`config.mk`:
```
export PLATFORM = sky130hd
export DESIGN_NAME = bsc_top
export DESIGN_NICKNAME = d
export VERILOG_FILES = /design/src/rtl/bsc_pkg.sv /design/src/rtl/bsc_sync.sv /design/src/rtl/bsc_decode.sv /design/src/rtl/bsc_seq.sv /design/src/rtl/bsc_trap.sv /design/src/rtl/bsc_top.sv
export SDC_FILE = /design/constraint.sdc
export NUM_CORES = 1
export LEC_CHECK = 0
export BUFFER_PORTS_ARGS = -buffer_cell sky130_fd_sc_hd__buf_2
export CAP_MARGIN = 0
export CORE_MARGIN = 4
export CORE_UTILIZATION = 53
export CTS_BUF_LIST = sky130_fd_sc_hd__clkbuf_2 sky130_fd_sc_hd__clkbuf_4 sky130_fd_sc_hd__clkbuf_8
export CTS_CLUSTER_DIAMETER = 150
export DETAILED_ROUTE_END_ITERATION = 6
export GPL_ROUTABILITY_DRIVEN = 0
export PLACE_DENSITY = 0.78
export RECOVER_POWER = 100
export SLEW_MARGIN = 20
export SYNTH_ARGS = -nofsm -noshare
export SYNTH_HDL_FRONTEND = slang
export SYNTH_SLANG_ARGS = --single-unit
```
`constraint.sdc`:
```
create_clock -name clk -period 3.4 [get_ports clk]
set_input_delay 0.51 -clock clk [delete_from_list [all_inputs] [get_ports clk]]
set_output_delay 0.51 -clock clk [all_outputs]
set_load 0.03 [all_outputs]
```
`src/rtl/bsc_pkg.sv`:
```
package bsc_pkg;
  localparam int NTYPE   = 9;
  localparam int SEQ_LEN = 13;

  localparam logic [3:0] C_RST = 4'b1010;
  localparam logic [3:0] C_STU = 4'b1101;
  localparam logic [3:0] C_VEC = 4'b0101;
  localparam logic [3:0] C_ALU = 4'b1001;
  localparam logic [3:0] C_WPU = 4'b1100;
  localparam logic [3:0] C_WSW = 4'b0110;
  localparam logic [3:0] C_IAQ = 4'b0011;
  localparam logic [3:0] C_IOP = 4'b0010;
  localparam logic [3:0] C_MID = 4'b1110;

  typedef enum logic [3:0] {
    T_RST = 4'd0, T_STU = 4'd1, T_VEC = 4'd2, T_ALU = 4'd3, T_WPU = 4'd4,
    T_WSW = 4'd5, T_IAQ = 4'd6, T_IOP = 4'd7, T_MID = 4'd8
  } ctype_e;

  // Expected code at each position of the power-up order
  function automatic logic [3:0] start_code(input logic [3:0] pos);
    case (pos)
      4'd0, 4'd1, 4'd2:    start_code = C_RST;
      4'd3:                start_code = C_STU;
      4'd4, 4'd7:          start_code = C_VEC;
      4'd5, 4'd6:          start_code = C_ALU;
      4'd8:                start_code = C_WPU;
      4'd9, 4'd10, 4'd11:  start_code = C_WSW;
      4'd12:               start_code = C_IAQ;
      default:             start_code = 4'b0000;
    endcase
  endfunction
endpackage

```
`src/rtl/bsc_sync.sv`:
```
module bsc_sync #(
  parameter int SYNC = 2
) (
  input  logic       clk,
  input  logic       rst_n,
  input  logic       strobe,
  input  logic [3:0] code_in,
  input  logic       rd_n,
  output logic       evt,
  output logic [3:0] code,
  output logic       rd_low
);
  logic [SYNC:0]   stb_sh;
  logic [SYNC-1:0] rd_sh;
  logic [3:0]      code_sh [SYNC];

  always_ff @(posedge clk or negedge rst_n) begin
    if (!rst_n) begin
      stb_sh <= '0;
      rd_sh  <= '1;
    end else begin
      stb_sh <= {stb_sh[SYNC-1:0], strobe};
      rd_sh  <= {rd_sh[SYNC-2:0], rd_n};
    end
  end

  generate
    for (genvar i = 0; i < SYNC; i++) begin : g_code
      always_ff @(posedge clk or negedge rst_n) begin
        if (!rst_n) code_sh[i] <= '0;
        else if (i == 0) code_sh[i] <= code_in;
        else code_sh[i] <= code_sh[(i == 0) ? 0 : i-1];
      end
    end
  endgenerate

  assign evt    = stb_sh[SYNC] & ~stb_sh[SYNC-1];
  assign code   = code_sh[SYNC-1];
  assign rd_low = ~rd_sh[SYNC-1];

  AST_SINGLE_EVT: assert property (@(posedge clk) disable iff (!rst_n)
    evt |=> !evt);
endmodule

```
`src/rtl/bsc_decode.sv`:
```
module bsc_decode
  import bsc_pkg::*;
(
  input  logic [3:0]       code,
  output logic [NTYPE-1:0] oh,
  output logic             unknown
);
  always_comb begin
    oh      = '0;
    unknown = 1'b0;
    case (code)
      C_RST:   oh[T_RST] = 1'b1;
      C_STU:   oh[T_STU] = 1'b1;
      C_VEC:   oh[T_VEC] = 1'b1;
      C_ALU:   oh[T_ALU] = 1'b1;
      C_WPU:   oh[T_WPU] = 1'b1;
      C_WSW:   oh[T_WSW] = 1'b1;
      C_IAQ:   oh[T_IAQ] = 1'b1;
      C_IOP:   oh[T_IOP] = 1'b1;
      C_MID:   oh[T_MID] = 1'b1;
      default: unknown   = 1'b1;
    endcase
  end
endmodule

```
`src/rtl/bsc_seq.sv`:
```
module bsc_seq
  import bsc_pkg::*;
#(
  parameter int RLEN_W = 8
) (
  input  logic              clk,
  input  logic              rst_n,
  input  logic              evt,
  input  logic [3:0]        code,
  output logic              done,
  output logic              err,
  output logic [3:0]        err_idx,
  output logic [RLEN_W-1:0] rlen
);
  localparam logic [3:0]        LAST = 4'(SEQ_LEN - 1);
  localparam logic [RLEN_W-1:0] RMAX = {RLEN_W{1'b1}};

  logic              act_q, act_d, prst_q, prst_d;
  logic              err_q, err_d, done_q, done_d;
  logic [3:0]        idx_q, idx_d, eidx_q, eidx_d, idx_use;
  logic [RLEN_W-1:0] rlen_q, rlen_d;
  logic              is_rst;

  assign is_rst = (code == C_RST);

  always_comb begin
    act_d   = act_q;
    prst_d  = prst_q;
    err_d   = err_q;
    done_d  = done_q;
    idx_d   = idx_q;
    eidx_d  = eidx_q;
    rlen_d  = rlen_q;
    idx_use = idx_q;
    if (evt) begin
      if (is_rst && !prst_q) begin
        act_d   = 1'b1;
        idx_use = '0;
        err_d   = 1'b0;
        eidx_d  = '0;
        done_d  = 1'b0;
        rlen_d  = '0;
      end
      if (is_rst && rlen_d != RMAX) rlen_d = rlen_d + 1'b1;
      if (act_d && !err_d && !done_d) begin
        if (code != start_code(idx_use)) begin
          err_d  = 1'b1;
          eidx_d = idx_use;
        end else if (idx_use == LAST) begin
          done_d = 1'b1;
        end
        idx_d = idx_use + 4'd1;
      end
      prst_d = is_rst;
    end
  end

  always_ff @(posedge clk or negedge rst_n) begin
    if (!rst_n) begin
      act_q  <= 1'b0;
      prst_q <= 1'b0;
      err_q  <= 1'b0;
      done_q <= 1'b0;
      idx_q  <= '0;
      eidx_q <= '0;
      rlen_q <= '0;
    end else if (evt) begin
      act_q  <= act_d;
      prst_q <= prst_d;
      err_q  <= err_d;
      done_q <= done_d;
      idx_q  <= idx_d;
      eidx_q <= eidx_d;
      rlen_q <= rlen_d;
    end
  end

  assign done    = done_q;
  assign err     = err_q;
  assign err_idx = eidx_q;
  assign rlen    = rlen_q;

  AST_ERR_HOLD: assert property (@(posedge clk) disable iff (!rst_n)
    (err_q && !(evt && is_rst)) |=> err_q);
  AST_DONE_XOR_ERR: assert property (@(posedge clk) disable iff (!rst_n)
    !(done_q && err_q));
  AST_RLEN_FIRST: assert property (@(posedge clk) disable iff (!rst_n)
    (evt && is_rst && !prst_q) |=> (rlen_q == RLEN_W'(1)));
endmodule

```
`src/rtl/bsc_trap.sv`:
```
module bsc_trap
  import bsc_pkg::*;
#(
  parameter int TRAP_RUN = 4
) (
  input  logic       clk,
  input  logic       rst_n,
  input  logic       evt,
  input  logic [3:0] code,
  input  logic       rd_low,
  output logic       trap
);
  localparam int RW = $clog2(TRAP_RUN + 1);
  localparam logic [RW-1:0] RUN_MAX  = RW'(TRAP_RUN);
  localparam logic [RW-1:0] RUN_LAST = RW'(TRAP_RUN - 1);

  logic          arm_q, arm_d, trap_q, trap_d;
  logic [RW-1:0] run_q, run_d;
  logic          upd;

  assign upd = evt | (rd_low & arm_q);

  always_comb begin
    arm_d  = arm_q;
    run_d  = run_q;
    trap_d = trap_q;
    if (evt) begin
      if (code == C_RST) begin
        arm_d  = 1'b0;
        run_d  = '0;
        trap_d = 1'b0;
      end else if (code == C_MID) begin
        arm_d = 1'b1;
        run_d = '0;
      end else if (arm_q && code == C_ALU) begin
        if (run_q != RUN_MAX) run_d = run_q + 1'b1;
        if (run_q == RUN_LAST) trap_d = 1'b1;
      end else begin
        arm_d = 1'b0;
        run_d = '0;
      end
    end else if (rd_low && arm_q) begin
      arm_d = 1'b0;
      run_d = '0;
    end
  end

  always_ff @(posedge clk or negedge rst_n) begin
    if (!rst_n) begin
      arm_q  <= 1'b0;
      run_q  <= '0;
      trap_q <= 1'b0;
    end else if (upd) begin
      arm_q  <= arm_d;
      run_q  <= run_d;
      trap_q <= trap_d;
    end
  end

  assign trap = trap_q;

  AST_TRAP_ON_EVT: assert property (@(posedge clk) disable iff (!rst_n)
    $rose(trap_q) |-> $past(evt));
  AST_TRAP_CLR_RST: assert property (@(posedge clk) disable iff (!rst_n)
    (evt && code == C_RST) |=> !trap_q);
endmodule

```
`src/rtl/bsc_top.sv`:
```
module bsc_top
  import bsc_pkg::*;
#(
  parameter int SYNC_STAGES = 2,
  parameter int RLEN_W      = 8,
  parameter int TRAP_RUN    = 4
) (
  input  logic              clk,
  input  logic              rst_n,
  input  logic              addr_strobe,
  input  logic [3:0]        bus_code,
  input  logic              rd_n,
  output logic              cyc_valid,
  output logic [8:0]        cyc_type,
  output logic              cyc_unknown,
  output logic              seq_done,
  output logic              seq_err,
  output logic [3:0]        seq_err_idx,
  output logic [RLEN_W-1:0] reset_len,
  output logic              trap_flag
);
  logic             evt, rd_low, unk_c;
  logic [3:0]       code;
  logic [NTYPE-1:0] oh_c;

  bsc_sync #(.SYNC(SYNC_STAGES)) u_sync (
    .clk(clk), .rst_n(rst_n), .strobe(addr_strobe), .code_in(bus_code),
    .rd_n(rd_n), .evt(evt), .code(code), .rd_low(rd_low)
  );

  bsc_decode u_dec (.code(code), .oh(oh_c), .unknown(unk_c));

  bsc_seq #(.RLEN_W(RLEN_W)) u_seq (
    .clk(clk), .rst_n(rst_n), .evt(evt), .code(code),
    .done(seq_done), .err(seq_err), .err_idx(seq_err_idx), .rlen(reset_len)
  );

  bsc_trap #(.TRAP_RUN(TRAP_RUN)) u_trap (
    .clk(clk), .rst_n(rst_n), .evt(evt), .code(code), .rd_low(rd_low),
    .trap(trap_flag)
  );

  always_ff @(posedge clk or negedge rst_n) begin
    if (!rst_n) begin
      cyc_valid   <= 1'b0;
      cyc_type    <= '0;
      cyc_unknown <= 1'b0;
    end else begin
      cyc_valid   <= evt;
      cyc_type    <= evt ? oh_c : '0;
      cyc_unknown <= evt & unk_c;
    end
  end

  AST_FLAGS_IDLE: assert property (@(posedge clk) disable iff (!rst_n)
    !cyc_valid |-> (cyc_type == '0 && !cyc_unknown));
  AST_ONE_CLASS: assert property (@(posedge clk) disable iff (!rst_n)
    cyc_valid |-> ($countones({cyc_type, cyc_unknown}) == 1));
  AST_PULSE_SHORT: assert property (@(posedge clk) disable iff (!rst_n)
    cyc_valid |=> !cyc_valid);
endmodule

```
# After elaboration in Yosys (flattened, before gate mapping)
# Memories as Yosys holds them, arrays and structs flattened.
# Index checks and enable logic that the tools add are counted.
[totals] word_cells=108 mem_bits_ro=64 inputBits=8 register_bits=49 memories=1 out_inout_bits=26
[memory_table] memory="(no name shown)" depth=16 width=4 rd=1 rd_ports_with_merged_regs=0 wr=0 line="bsc_pkg.sv:22" rtl="case (pos)"
[op_classes] n_mux=47 eq_ne=17 n_bitwise=6 add_sub_neg=3 n_reduce_logical=17
[ops] operator="two-way mux 1 bit" count=30
[ops] operator="two-way mux 4 bit" count=7
[ops] operator="equality test 4 bit, second input constant" count=6
[ops] operator="two-way mux 8 bit" count=3
[ops] operator="two-way mux 3 bit" count=6
[ops] operator="two-way mux 9 bit" count=1
[ops] operator="OR reduction 9 bit" count=1
[ops] operator="adder 8 x 1 -> 8 bit, second input constant" count=1
[ops] operator="equality test 4 x 2 -> 1 bit, second input constant" count=2
[ops] operator="equality test 4 x 3 -> 1 bit, second input constant" count=2
[ops] operator="!= test 8 bit, second input constant" count=1
[ops] operator="logical AND 1 bit" count=6
[ops] operator="AND reduction 3 bit" count=2
[ops] operator="nonzero test 2 bit" count=3
[ops] operator="!= test 5 bit, second input constant" count=1
[ops] operator="AND reduction 5 bit" count=1
[ops] operator="adder 4 x 1 -> 4 bit, second input constant" count=1
[ops] operator="!= test 4 bit" count=1
[ops] operator="!= test 4 bit, second input constant" count=1
[ops] operator="adder 3 x 1 -> 3 bit, second input constant" count=1
[ops] operator="AND 1 bit" count=3
[ops] operator="equality test 3 x 2 -> 1 bit, second input constant" count=1
[ops] operator="zero test 1 bit" count=3
[ops] operator="!= test 3 bit, second input constant" count=1
[ops] operator="4 further kinds" count=5

# Depth between registers and ports, before layout
# Gate-level depths: netlist of run 1.
[logic_depth] word_depth=12 ltp_mapped=16 depth_no_buf=13

# By module
# From an unflattened synthesis of run 1, not the netlist that was laid out.
[hier_totals] cells_unflattened=230 hier_area_um2=2461.1
[modules_own_cells] mod="bsc_seq" seq_area_each_um2=500.5 area_each_um2=1311.3 instances=1 cells_per_inst=140
[modules_own_cells] mod="bsc_sync" seq_area_each_um2=327.8 area_each_um2=375.4 instances=1 cells_per_inst=19
[modules_own_cells] mod="bsc_trap" seq_area_each_um2=125.1 area_each_um2=340.3 instances=1 cells_per_inst=32
[modules_own_cells] mod="bsc_top" seq_area_each_um2=275.3 area_each_um2=337.8 instances=1 cells_per_inst=21
[modules_own_cells] mod="bsc_decode" seq_area_each_um2=0.0 area_each_um2=96.3 instances=1 cells_per_inst=18

# Least setup slack after synthesis of run 1
# OpenSTA, ideal clock, no wires.
[synth_path] path_type="register to register" from="reg u_sync.code_sh, in the netlist u_sync.code[0]" to="reg u_seq.err_q, in the netlist u_seq.err" required_ns=3.279 path_stages_with_launch=17 setup_time_ns=0.121 period_less_slack_ns=3.508 arrival_ns=3.387 setup_slack_ns=-0.108 n_path_buf=3 cell_sequence="dfrtp_1 buf_6 or3b_4 or2_2 clkbuf_1 clkbuf_1 nand2_1 inv_1 ha_1 inv_1 ha_1 inv_1 or3_1 a31o_1 a2111oi_4 nand2_1 a22o_1"
[synth_between] elab_chain_len=10 elab_cells_between_ends=20 classes_between="eq/ne: 2; mux: 12; reduce/logical: 5; memory: 1"
[synth_rtl] element="from (decl)" line="bsc_sync.sv:15" rtl="logic [3:0] code_sh [SYNC];"
[synth_rtl] element="from (signal, indexed assignment)" line="bsc_sync.sv:31" rtl="else if (i == 0) code_sh[i] <= code_in;"
[synth_rtl] element="from (signal, indexed assignment)" line="bsc_sync.sv:32" rtl="else code_sh[i] <= code_sh[(i == 0) ? 0 : i-1];"
[synth_rtl] element="equality test 4 bit" line="bsc_seq.sv:24" rtl="assign is_rst = (code == C_RST);"
[synth_rtl] element="logical AND 1 bit" line="bsc_seq.sv:36" rtl="if (is_rst && !prst_q) begin"
[synth_rtl] element="two-way mux 4 bit" line="bsc_seq.sv:36"
[synth_rtl] element="two-way mux 4 bit" line="bsc_seq.sv:35" rtl="if (evt) begin"
[synth_rtl] element="memory (16 x 4 bit)"
[synth_rtl] element="two-way mux 4 bit" line="bsc_seq.sv:45" rtl="if (act_d && !err_d && !done_d) begin"
[synth_rtl] element="two-way mux 4 bit" line="bsc_seq.sv:35"
[synth_rtl] element="!= test 4 bit" line="bsc_seq.sv:46" rtl="if (code != start_code(idx_use)) begin"
[synth_rtl] element="two-way mux 1 bit" line="bsc_seq.sv:46"
[synth_rtl] element="two-way mux 1 bit *" line="bsc_seq.sv:45"
[synth_rtl] element="to (signal assigned)" line="bsc_seq.sv:70" rtl="err_q <= err_d;"
[synth_rtl] element="to (decl)" line="bsc_seq.sv:19" rtl="logic err_q, err_d, done_q, done_d;"
# Mark *: on every way between the ends. The rest lies on a longest branch, timed or not. The select of a mux whose other input is x is not followed.
# A chain may end at the register's enable or synchronous reset.

# Worst setup path after layout of run 1
[layout_path] from="reg u_seq.prst_q" to="reg u_seq.eidx_q[0], in the netlist u_seq.err_idx[0]"
[layout_between] elab_chain_len=10 elab_cells_between_ends=21 classes_between="eq/ne: 1; mux: 13; reduce/logical: 6; memory: 1"
[layout_rtl] element="from (decl)" line="bsc_seq.sv:18" rtl="logic act_q, act_d, prst_q, prst_d;"
[layout_rtl] element="from (signal assigned)" line="bsc_seq.sv:69" rtl="prst_q <= prst_d;"
[layout_rtl] element="zero test 1 bit *" line="bsc_seq.sv:36"
[layout_rtl] element="logical AND 1 bit *" line="bsc_seq.sv:36"
[layout_rtl] element="two-way mux 4 bit" line="bsc_seq.sv:36"
[layout_rtl] element="two-way mux 4 bit" line="bsc_seq.sv:35"
[layout_rtl] element="memory (16 x 4 bit)"
[layout_rtl] element="two-way mux 4 bit" line="bsc_seq.sv:45"
[layout_rtl] element="two-way mux 4 bit" line="bsc_seq.sv:35"
[layout_rtl] element="!= test 4 bit" line="bsc_seq.sv:46"
[layout_rtl] element="two-way mux 4 bit" line="bsc_seq.sv:46"
[layout_rtl] element="two-way mux 4 bit *" line="bsc_seq.sv:45"
[layout_rtl] element="to (signal assigned)" line="bsc_seq.sv:73" rtl="eidx_q <= eidx_d;"
[layout_rtl] element="to (decl)" line="bsc_seq.sv:20" rtl="logic [3:0] idx_q, idx_d, eidx_q, eidx_d, idx_use;"
# Marked as above.

==> results.md, run 1 <==
* Synth Net Count at 233
* Fraction of synthesized cell area taken by the top area cell type at 52.5%
* Number of DRC violations after detailed-routing iteration 0 at 108
* Gate family responsible for the most delay along the worst path: simple AND/OR/NAND/NOR gates
* Via count of the first global-routing pass at 1670
* Type of element launching the critical path: flop
* Sum Neg Setup Slack at 0 ns
* Count of input and output buffers at 33
* Summed instance area of the synthesized netlist at 0.00224 sq mm
* Hold Fails Final Rpt at 0
* Storage cell area at 0.00123 sq mm
* Detailed Route WL at 4.36 mm
* Worst slack after detailed placement at 0.0690 ns
* Worst Tran Pin Value at 2.47 ns
* CP Data Required Time at 3.64 ns
* Type of the setup path with the least slack: reg2reg
* Tightest slew margin relative to the limit at -64.6%
* Overall routing resource usage at approximately 18%
* Level count of the clock H-tree at 2
* Final non-filler cell total at 308
* Vias per cell at 5.55
* Maximum number of pins on one net before global-route repair at 50
* I/O pin total at 34
* Number of standard-cell rows in the floorplan at 23
* Timing-limited maximum frequency at slightly above 0.3 GHz
* Final Instance Area at 0.00260 sq mm
* Design Power at 0.00159 W
* Max Transition Viols Final at 50
* Top area cells in the synthesized netlist: sky130_fd_sc_hd__dfrtp_1 (53%), sky130_fd_sc_hd__ha_1 (5.0%), sky130_fd_sc_hd__nand2_1 (5.0%)
* Clock tree from TritonCTS: done
* Fin worst setup slack at 0.126 ns
* Buffer type at the clock tree root: sky130_fd_sc_hd__clkbuf_8
* Crit end category: flop
* Post-DRT Antenna Nets at 0
* Diode count at 0
* Power density relative to cell area at 610 mW/mm^2
* Clk_skew at 0.00720 ns
* Mean area per synthesized cell at between 10 and 15 sq um
* Die Y-Extent at 73.0 um
* Post-route DRC at 0
* Sequence of cells on the critical path: or3b_4 -> or2_4 -> nand2_4 -> inv_2 -> ha_1 -> inv_1 -> ha_2 -> inv_1 -> or3_1 -> a31o_1 -> a2111oi_4 -> buf_4 -> a41oi_1 -> o21ai_1
* Post-Place Cell Area at 0.00247 sq mm
* Count of TritonRoute iterations in the first routing pass at 4
* Clock-pin transition on the worst setup and hold timing paths at 0.08 ns
* Flop and latch count out of synthesis at about 50
* Number of buffers and inverters on the critical path at 4
* Most repeated library cell on the critical path: sky130_fd_sc_hd__inv_1
* Count of fill cells added during filler insertion at 329
* Max Root-Sink Buffers at 2
* Maximum cell stage delay along the critical path at 0.43 ns
* Sequential share of the synthesized area at 54.9%
* CP max FO at 4
* Outcome: finished with violations
* DIE AREA at 0.00533 sq mm
* HPWL Detailed at 3.07 mm
* Number of hold-repair buffers added at the cts stage at 0
* Via Count at 1710
* Slowest-stage cell, CP: sky130_fd_sc_hd__or3b_4
* Count of unique library cells instantiated by Yosys at 39
* Initial core utilization at 55.2%
* Worst-skew pair later-pin latency at 0.31 ns
* Routed length per placed instance at 14.2 um
* Arrival time at the worst endpoint at 3.51 ns
* Number of buffers created by CTS at 5
* Initial antenna violation count at 0
* Number of synthesis warnings at 0
* Sum of overflow across all layers after global routing at 0
* Area added between synthesis and finish at 16.3%
* Number of standard cells after synthesis at 216
* Peak ir drop on the vdd network at 0.000339 V
* Final worst path period need at 3.27 ns
* MaxCap Viol Count at 1
* Chip Width at approximately 73 um
* Sink Count at 49
* Worst hold path class: in2reg
* Cell taking the most area after synthesis: sky130_fd_sc_hd__dfrtp_1
* Failing checks: max-capacitance violations, max-slew violations
* P_leak at roughly 1.2 nW
* Net total in the final layout at roughly 270
* Standard cell core area at 0.00406 sq mm
* Final clock period utilization by the worst path at between 90% and 100%
* Layout cells sized above 1 at 15.9%
* Setup violations, final at 0
* # placed instances at approximately 300
* Area occupied by multi-input gates at about 940 sq um
* Wire length of the first global-routing pass at 7.24 mm
[cells in the final DEF (no fill, tap or decap), drive strengths merged, types with 3 or more instances in the layout]
cell,netlist,layout
nand4,4,4
a21oi,8,8
buf,1,15
mux2,6,6
a41oi,4,4
xor2,3,3
xnor2,3,3
dfrtp,47,47
nor3,8,8
inv,12,12
nor2,13,13
o21ai,14,14
nand2,30,30
or2,3,3
ha,9,9
clkbuf,8,34
nor4,3,3
nor2b,3,3
nand2b,6,6
nand3,8,8
[repair_timing]
action / 4_1_cts / 5_1_grt
setup endpoints to repair: 0 / 6
buffers inserted: 0 / 4
gates resized for setup: 0 / 6
[worst paths after layout]
path                                    endpoint  cells after the start             from  slack, ns
min in group asynchronous            cyc_type[3]                      1            rst_n       0.95
worst min register to register   u_sync.rd_sh[1]                      0  u_sync.rd_sh[0]       0.35
max in group asynchronous       u_seq.err_idx[0]                      1            rst_n       1.05
worst min-delay path             u_sync.rd_sh[0]                      1             rd_n       0.30
worst max register to register  u_seq.err_idx[0]                     14     u_seq.prst_q       0.13
worst max-delay path            u_seq.err_idx[0]                     14     u_seq.prst_q       0.13
[layer usage]
layer  vias to the layer above  part of all wire, %  GRT usage, %
met5                         -                    0             0
met4                         0                  2.2          7.38
met3                         9                  5.6          4.96
met2                        40                   50          29.3
met1                       831                   42          21.1
li1                        830                    -             -
[power by group]
group / internal [W] / total [W] / leakage (nW) / switching [W]
logic: 0.000183 / 0.000462 / 0.500 / 0.000279
clock network: 0.000239 / 0.000429 / 0.0574 / 0.000190
registers: 0.000638 / 0.000698 / 0.617 / 0.0000603
total: 0.00106 / 0.00159 / 1.17 / 0.000530
[kinds of logic (layout without fill, tap and decap cells)]
family | after synthesis | after routing | share of synthesized area (%)
muxes | 7 | 7 | 3.46
AOI/OAI and AO/OA | 40 | 40 | 12.5
xor gates and xnor gates | 6 | 6 | 2.35
DFF | 49 | 49 | 54.9
adders and majority gates | 9 | 9 | 5.03
and+or+nand+nor | 84 | 84 | 18.0
buffers and inverters | 21 | 63 | 3.85
[cell type report]
cell class	instances	share of cell area, %
clock buffer	6	3.17
clock inverter	2	1.44
inverter	12	1.73
multi-input combinational	146	36.3
sequential	49	47.2
tap	50	2.40
timing repair buffer	43	7.78
[flip-flops by register name (all words and copies together) (netlist names), 2 cells and up]
register and count:
cyc_type 9, u_seq.err_idx 4, u_seq.idx_q 4, u_seq.rlen 8, u_sync.code 4, u_sync.code_sh 4
u_sync.rd_sh 2, u_sync.stb_sh 3, u_trap.run_q 3
[worst reg2reg max path, stage by stage (launching register included)]
cell                        delay [ns]
sky130_fd_sc_hd__dfrtp_1          0.40
sky130_fd_sc_hd__or3b_4           0.43
sky130_fd_sc_hd__or2_4            0.28
sky130_fd_sc_hd__nand2_4          0.10
sky130_fd_sc_hd__inv_2            0.05
sky130_fd_sc_hd__ha_1             0.18
sky130_fd_sc_hd__inv_1            0.05
sky130_fd_sc_hd__ha_2             0.18
sky130_fd_sc_hd__inv_1            0.04
sky130_fd_sc_hd__or3_1            0.39
sky130_fd_sc_hd__a31o_1           0.25
sky130_fd_sc_hd__a2111oi_4        0.42
sky130_fd_sc_hd__buf_4            0.20
sky130_fd_sc_hd__a41oi_1          0.13
sky130_fd_sc_hd__o21ai_1          0.10
[metrics by stage]
stage          utilization, %  hold WS (ns)
3_5_place_dp             61.0         0.335
5_1_grt                  64.2         0.277
6_report                 64.2         0.297
4_1_cts                  63.9         0.290
2_1_floorplan               -         0.214
3_3_place_gp             61.0         0.334
[synthesized netlist by cell type (all sizes together)]
| cell type | count |
|---|---|
| a2111oi | 1 |
| a211o | 1 |
| a21oi | 8 |
| a221o | 1 |
| a22o | 1 |
| a31o | 1 |
| a31oi | 2 |
| a41oi | 4 |
| and2 | 2 |
| and3 | 1 |
| buf | 1 |
| clkbuf | 8 |
| dfrtp | 47 |
| dfstp | 2 |
| ha | 9 |
| inv | 12 |
| mux2 | 6 |
| mux2i | 1 |
| nand2 | 30 |
| nand2b | 6 |
| nand3 | 8 |
| nand4 | 4 |
| nor2 | 13 |
| nor2b | 3 |
| nor3 | 8 |
| nor4 | 3 |
| o211a | 1 |
| o211ai | 2 |
| o21a | 1 |
| o21ai | 14 |
| o22ai | 1 |
| o2bb2ai | 1 |
| o311ai | 1 |
| or2 | 3 |
| or3 | 2 |
| or3b | 1 |
| xnor2 | 3 |
| xor2 | 3 |
Power figures use the tool's default switching activity.
==> run 2, diff against run 1 <==
Settings changed: ABC_AREA set to 1, CORE_UTILIZATION 53 to 59, PLACE_DENSITY 0.78 to 0.82.
Clock period 3.4 ns to 3.7 ns, I/O delays scaled along.
==> results.md, run 2 <==
* Sequential share of the synthesized area at 53.6% (-1.2 points)
* Overall routing resource usage at 19.1% (+1.6 points)
* Setup violations, final at 0 (unchanged)
* Net total in the final layout at 307 (+12%)
* Crit end category: flop
* Number of hold-repair buffers added at the cts stage at 0 (unchanged)
* Via count of the first global-routing pass at 1661 (-0.54%)
* Number of buffers inserted by post-CTS setup repair at 0 (unchanged)
* Worst Tran Pin Value at 2.49 ns (+0.0169 ns)
* Chip Width at 70.3 um (-3.7%)
* Outcome: finished with violations
* Number of standard cells after synthesis at 253 (+17%)
* Utilization of the core after routing at 68.3% (+4.1 points)
* Most common library cell in the layout ignoring fill and taps: sky130_fd_sc_hd__nand2_1
* Number of flip-flops under the largest register name at 9 (unchanged)
* Buffer type at the clock tree root: sky130_fd_sc_hd__clkbuf_8
* Layout cells sized above 1 at 8.25% (-7.6 points)
* Commonest cells in the netlist: sky130_fd_sc_hd__nand2_1 (63), sky130_fd_sc_hd__dfrtp_1 (47), sky130_fd_sc_hd__inv_1 (31), sky130_fd_sc_hd__nor2_1 (23), sky130_fd_sc_hd__nand3_1 (20)
* Register bank with the most flops: cyc_type
* Library cell with the highest instance count after synthesis: sky130_fd_sc_hd__nand2_1
* Worst hold path class: in2reg
* Routed length per placed instance at 13.1 um (-7.8%)
* Number of DRC violations after detailed-routing iteration 0 at 164 (+52%)
* Area added between synthesis and finish at 10.8%
* Clock-pin transition on the worst setup and hold timing paths at 0.09 ns (about the same)
* Number of standard-cell rows in the floorplan at 22 (-4.3%)
* RSZ-0062 raised after global routing: false
* Count of TritonRoute iterations in the first routing pass at 4 (unchanged)
* Type of the setup path with the least slack: reg2reg
* Most common flop cell mapped by yosys: sky130_fd_sc_hd__dfrtp_1
* Cell taking the most area after synthesis: sky130_fd_sc_hd__dfrtp_1
* Final clock period utilization by the worst path at 78.9% (-17 points)
* Number of synthesis warnings at 0 (unchanged)
* Flop and latch count out of synthesis at 49 (unchanged)
* Number of enable-type register cells in the synthesized netlist at 0 (unchanged)
* I/O pin total at 34 (unchanged)
* Post-DRT Antenna Nets at 0 (unchanged)
* CP Data Required Time at 3.95 ns (+0.31 ns)
* Hold Fails Final Rpt at 0 (unchanged)
* Share of flip-flops with an asynchronous set or reset after synthesis at 100% (unchanged)
* Sum Neg Setup Slack at 0 ns (unchanged)
* Top area cells in the synthesized netlist: sky130_fd_sc_hd__dfrtp_1 (51%), sky130_fd_sc_hd__nand2_1 (10%), sky130_fd_sc_hd__inv_1 (5.1%)
* Count of unique library cells instantiated by Yosys at 31 (-21%)
* Number of gates given a new drive strength after cts at 0 (unchanged)
* Clk_skew at 0.00738 ns (+0.000186 ns)
* Summed instance area of the synthesized netlist at 0.00229 sq mm (+2.3%)
* Post-route DRC at 0 (unchanged)
* CP max FO at 19 (+15)
* DIE AREA at 0.00494 sq mm (-7.2%)
* Type of element launching the critical path: flop
* Via Count at 1752 (+2.5%)
* Final worst path period need at 2.92 ns (-0.356 ns)
* Detailed Route WL at 4.42 mm (+1.5%)
* Timing-limited maximum frequency at 0.343 GHz (+12%)
* Number of buffers created by CTS at 5 (unchanged)
* Tightest slew margin relative to the limit at -65.7% (-1.1 points)
* Peak ir drop on the vdd network at 0.000359 V (+5.9%)
* Arrival time at the worst endpoint at 3.16 ns (-0.35 ns)
* Initial antenna violation count at 0 (unchanged)
* Die Y-Extent at 70.3 um (-3.7%)
* Max Root-Sink Buffers at 2 (unchanged)
* Sum of overflow across all layers after global routing at 0 (unchanged)
* Power density relative to cell area at 553 mW/mm^2 (-9.4%)
* HPWL Detailed at 3.19 mm (+3.8%)
* Initial core utilization at 61.6% (+6.5 points)
* Level count of the clock H-tree at 2 (unchanged)
* Wire length of the first global-routing pass at 7.49 mm (+3.5%)
* Storage cell area at 0.00123 sq mm (unchanged)
* P_leak at 1.24 nW (+5.8%)
* Diode count at 0 (unchanged)
* Standard cell core area at 0.00372 sq mm (-8.4%)
* Maximum number of pins on one net before global-route repair at 50 (unchanged)
* Count of input and output buffers at 33 (unchanged)
* Highest-count cells in the layout ignoring fill and taps: sky130_fd_sc_hd__nand2_1 (67), sky130_fd_sc_hd__dfrtp_1 (47), sky130_fd_sc_hd__inv_1 (32)
* MaxCap Viol Count at 1 (unchanged)
* Synth Net Count at 270 (+16%)
* Max Transition Viols Final at 50 (unchanged)
* Fraction of synthesized cell area taken by the top area cell type at 51.3% (-1.2 points)
* Mean area per synthesized cell at 9.06 sq um (-13%)
* Vias per cell at 5.17 (-6.9%)
* Area occupied by multi-input gates at 878 sq um (-7.0%)
* Count of fill cells added during filler insertion at 339 (+3.0%)
* Clock tree from TritonCTS: done
* Failing checks: max-capacitance violations, max-slew violations
* Sink Count at 49 (unchanged)
* Worst-case hold slack at 0.346 ns (+0.0494 ns)
* Worst-skew pair later-pin latency at 0.30 ns (about the same)
-- run 2: layout make-up --
type	instances	share of cell area (%)
inverters	32	4.73
clock inverters	3	1.82
clock buffers	5	2.71
flip-flops and latches	49	48.4
multi-input cells	168	34.6
repair buffers	34	5.33
well taps	48	2.37
-- run 2: worst max-delay path: stages, from the launching register on --
cell and delay (ns):
sky130_fd_sc_hd__dfrtp_1 0.43, sky130_fd_sc_hd__inv_1 0.14, sky130_fd_sc_hd__nor2_1 0.32, sky130_fd_sc_hd__nand3_4 0.29, sky130_fd_sc_hd__nand2_1 0.23, sky130_fd_sc_hd__inv_1 0.11, sky130_fd_sc_hd__ha_1 0.20, sky130_fd_sc_hd__inv_1 0.05
sky130_fd_sc_hd__ha_1 0.13, sky130_fd_sc_hd__inv_1 0.04, sky130_fd_sc_hd__nand2_2 0.08, sky130_fd_sc_hd__nand2_1 0.06, sky130_fd_sc_hd__nand2_1 0.07, sky130_fd_sc_hd__nand2_1 0.05, sky130_fd_sc_hd__nand2_1 0.06, sky130_fd_sc_hd__nor2_1 0.04
sky130_fd_sc_hd__nand2_1 0.14, sky130_fd_sc_hd__nand2_1 0.15, sky130_fd_sc_hd__nand2_1 0.12, sky130_fd_sc_hd__nand3_1 0.07, sky130_fd_sc_hd__nand2_1 0.08
-- run 2: through the flow --
stage | setup WS, ns | total power (W) | instance area [sq um] | cells
after floorplan | 1.40 | 0.000943 | 2290 | 253
after global placement | 1.25 | 0.00104 | 2500 | 331
after detailed placement | 1.16 | 0.00106 | 2500 | 331
after CTS | 1.14 | 0.00144 | 2620 | 339
after global routing | 0.424 | 0.00150 | 2540 | 339
final | 0.782 | 0.00140 | 2540 | 339
-- run 2: power by group --
group / leakage (nW) / internal [W] / switching, W
Combinational: 0.556 / 0.000111 / 0.000267
Sequential: 0.631 / 0.000595 / 0.0000511
Clock: 0.0543 / 0.000202 / 0.000176
-- run 2: routing by layer --
metal	wire [um]	global-route usage, %
met1	2010	25.1
met2	2130	31.2
met3	217	4.89
met4	57	5.74
met5	0	0
-- run 2: logic make-up (layout without fill, tap and decap cells) --
group | after synthesis | in the layout | synth area share, %
compound gates | 23 | 23 | 6.44
xor+xnor | 5 | 5 | 1.91
fa+ha+maj | 9 | 9 | 4.92
buf+inv | 36 | 74 | 6.06
flops | 49 | 49 | 53.6
mux | 1 | 1 | 0.491
simple gates | 130 | 130 | 26.5
-- run 2: worst paths after layout --
check,start,to,slack [ns],depth (start not counted)
max,u_sync.code[1],u_seq.err_idx[1],0.78,20
min,rd_n,u_sync.rd_sh[0],0.35,1
max reg2reg,u_sync.code[1],u_seq.err_idx[1],0.78,20
min reg2reg,u_sync.code_sh[6],u_sync.code[2],0.36,0
max in group asynchronous,rst_n,u_seq.prst_q,1.28,1
min in group asynchronous,rst_n,cyc_type[7],1.01,1
==> run 3, diff against run 2 <==
Clock period 3.7 ns to 2.9 ns, I/O delays scaled along.
==> results.md, run 3 (synthesized netlist as in run 2, its figures left out) <==
* Outcome: finished with violations
* Failing checks: max-capacitance violations, max-slew violations
* Layout cells sized above 1 at 9.62% (+1.4 points)
* DIE AREA at 0.00494 sq mm (unchanged)
* Chip Width at 70.3 um (unchanged)
* Number of gates given a new drive strength after cts at 0 (unchanged)
* Max Transition Viols Final at 50 (unchanged)
* Logic depth of the worst register-to-register path at 19 (-5.0%)
* Clock tree from TritonCTS: done
* Register bank with the most flops: cyc_type
* Detailed Route WL at 4.60 mm (+3.9%)
* Number of buffers inserted by post-CTS setup repair at 0 (unchanged)
* Clock-pin transition on the worst setup and hold timing paths at 0.09 ns (about the same)
* Vias per cell at 5.32 (+3.0%)
* P_leak at 1.26 nW (+1.6%)
* Number of flip-flops under the largest register name at 9 (unchanged)
* Hold Fails Final Rpt at 0 (unchanged)
* Count of TritonRoute iterations in the first routing pass at 5 (+1)
* CP max FO at 19 (unchanged)
* Final clock period utilization by the worst path at 89.9% (+11 points)
* Number of hold-repair buffers added at the cts stage at 0 (unchanged)
* Level count of the clock H-tree at 2 (unchanged)
* Count of input and output buffers at 33 (unchanged)
* Most repeated library cell on the critical path: sky130_fd_sc_hd__nand2_1
* Post-DRT Antenna Nets at 0 (unchanged)
* I/O pin total at 34 (unchanged)
* Number of standard-cell rows in the floorplan at 22 (unchanged)
* Arrival time at the worst endpoint at 2.80 ns (-0.36 ns)
* Worst-case hold slack at 0.230 ns (-0.116 ns)
* Worst hold path class: in2reg
* Min-Delay Path Depth at 1 (unchanged)
* Worst-skew pair later-pin latency at 0.30 ns (about the same)
* RR Startpoint: u_sync.code[1]
* Via count of the first global-routing pass at 1781 (+7.2%)
* Sequence of cells on the critical path: inv_2 -> nor2_4 -> nand3_4 -> nand2_1 -> inv_1 -> ha_1 -> inv_1 -> ha_1 -> inv_1 -> nand2_2 -> nand2_1 -> nand2_1 -> nand2_1 -> nor2_2 -> nand2_2 -> nand2_4 -> nand2_1 -> nand3_1 -> nand2_1
* Endpoint, Worst Hold: u_sync.rd_sh[0]
* Sum of overflow across all layers after global routing at 0 (unchanged)
* End of the worst register-to-register path: u_seq.err_idx[1]
* Die Y-Extent at 70.3 um (unchanged)
* Wire length of the first global-routing pass at 7.82 mm (+4.3%)
* Slowest-stage cell, CP: sky130_fd_sc_hd__dfrtp_1
* Maximum number of pins on one net before global-route repair at 50 (unchanged)
* Sink Count at 49 (unchanged)
* CP Data Required Time at 3.09 ns (-0.86 ns)
* Diode count at 0 (unchanged)
* Count of fill cells added during filler insertion at 312 (-8.0%)
* Standard cell core area at 0.00372 sq mm (unchanged)
* Number of DRC violations after detailed-routing iteration 0 at 156 (-4.9%)
* Post-route DRC at 0 (unchanged)
* Max Root-Sink Buffers at 2 (unchanged)
* Routed length per placed instance at 13.6 um (+3.9%)
* Number of buffers created by CTS at 5 (unchanged)
* Final worst path period need at 2.61 ns (-0.311 ns)
* Clk_skew at 0.00902 ns (+0.00163 ns)
* Highest-count cells in the layout ignoring fill and taps: sky130_fd_sc_hd__nand2_1 (65), sky130_fd_sc_hd__dfrtp_1 (47), sky130_fd_sc_hd__inv_1 (31)
* Net total in the final layout at 307 (unchanged)
* Overall routing resource usage at 20.1% (+0.95 points)
* Setup violations, final at 0 (unchanged)
* HPWL Detailed at 3.17 mm (-0.63%)
* Timing-limited maximum frequency at 0.384 GHz (+12%)
* Number of buffers and inverters on the critical path at 4 (unchanged)
* Crit end category: flop
* Via Count at 1805 (+3.0%)
* Buffer type at the clock tree root: sky130_fd_sc_hd__clkbuf_8
* Gate family responsible for the most delay along the worst path: simple AND/OR/NAND/NOR gates
* Area added between synthesis and finish at 12.4%
* Flop-to-flop setup slack at 0.29 ns (-0.49 ns)
* Worst Tran Pin Value at 2.47 ns (-0.0195 ns)
* Most common library cell in the layout ignoring fill and taps: sky130_fd_sc_hd__nand2_1
* Tightest slew margin relative to the limit at -64.4% (+1.3 points)
* Sum Neg Setup Slack at 0 ns (unchanged)
* Initial antenna violation count at 0 (unchanged)
* Type of element launching the critical path: flop
* Initial core utilization at 61.6% (unchanged)
* Maximum cell stage delay along the critical path at 0.44 ns (about the same)
* Type of the setup path with the least slack: reg2reg
* RSZ-0062 raised after global routing: false
* Peak ir drop on the vdd network at 0.000410 V (+14%)
* Critical hold path startpoint: rd_n
* MaxCap Viol Count at 1 (unchanged)
* Power density relative to cell area at 732 mW/mm^2 (+32%)
run 3: layout make-up:
cell class                 instances  area, sq um  share of cell area [%]
clock buffer                       5         68.8                    2.67
clock inverter                     3         65.1                    2.53
inverter                          32          120                    4.66
multi-input combinational        168          893                    34.7
sequential                        49         1230                    47.7
tap                               48         60.1                    2.33
timing repair buffer              34          139                    5.39
run 3: stage by stage:
stage | power, W | instances | setup WS (ns) | utilization (%) | area (sq um)
after floorplan | 0.00120 | 253 | 0.596 | - | 2290
after global placement | 0.00133 | 331 | 0.450 | 67.4 | 2500
after detailed placement | 0.00135 | 331 | 0.337 | 67.4 | 2500
after CTS | 0.00192 | 339 | 0.304 | 71.0 | 2640
after global routing | 0.00200 | 339 | 0.0163 | 69.3 | 2570
final | 0.00188 | 339 | 0.293 | 69.3 | 2570
run 3: where the power goes:
| part | leakage, nW | switching [W] | internal [W] | total (W) |
|---|---|---|---|---|
| registers | 0.631 | 0.0000673 | 0.000760 | 0.000827 |
| clock network | 0.0681 | 0.000219 | 0.000342 | 0.000561 |
| logic | 0.563 | 0.000349 | 0.000147 | 0.000496 |
| total | 1.26 | 0.000635 | 0.00125 | 0.00188 |
run 3: how the worst max path moves through the flow:
stage / start / endpoint / slack, ns / cells after the start
after floorplan: u_sync.code[1] / u_seq.err_idx[0] / 0.60 / 20
after global placement: u_sync.code[1] / u_seq.err_idx[3] / 0.45 / 19
after detailed placement: u_sync.code[1] / u_seq.err_idx[3] / 0.34 / 19
after CTS: u_sync.code[1] / u_seq.err_idx[1] / 0.30 / 19
after global routing: u_sync.code[3] / u_seq.err_idx[1] / 0.02 / 19
final: u_sync.code[1] / u_seq.err_idx[1] / 0.29 / 19
run 3: per-layer routing:
layer / track usage, % / up-vias / wire length (um)
li1: - / 876 / -
met1: 24.2 / 871 / 1990
met2: 33.8 / 50 / 2310
met3: 5.47 / 8 / 225
met4: 8.09 / 0 / 70
met5: 0 / - / 0
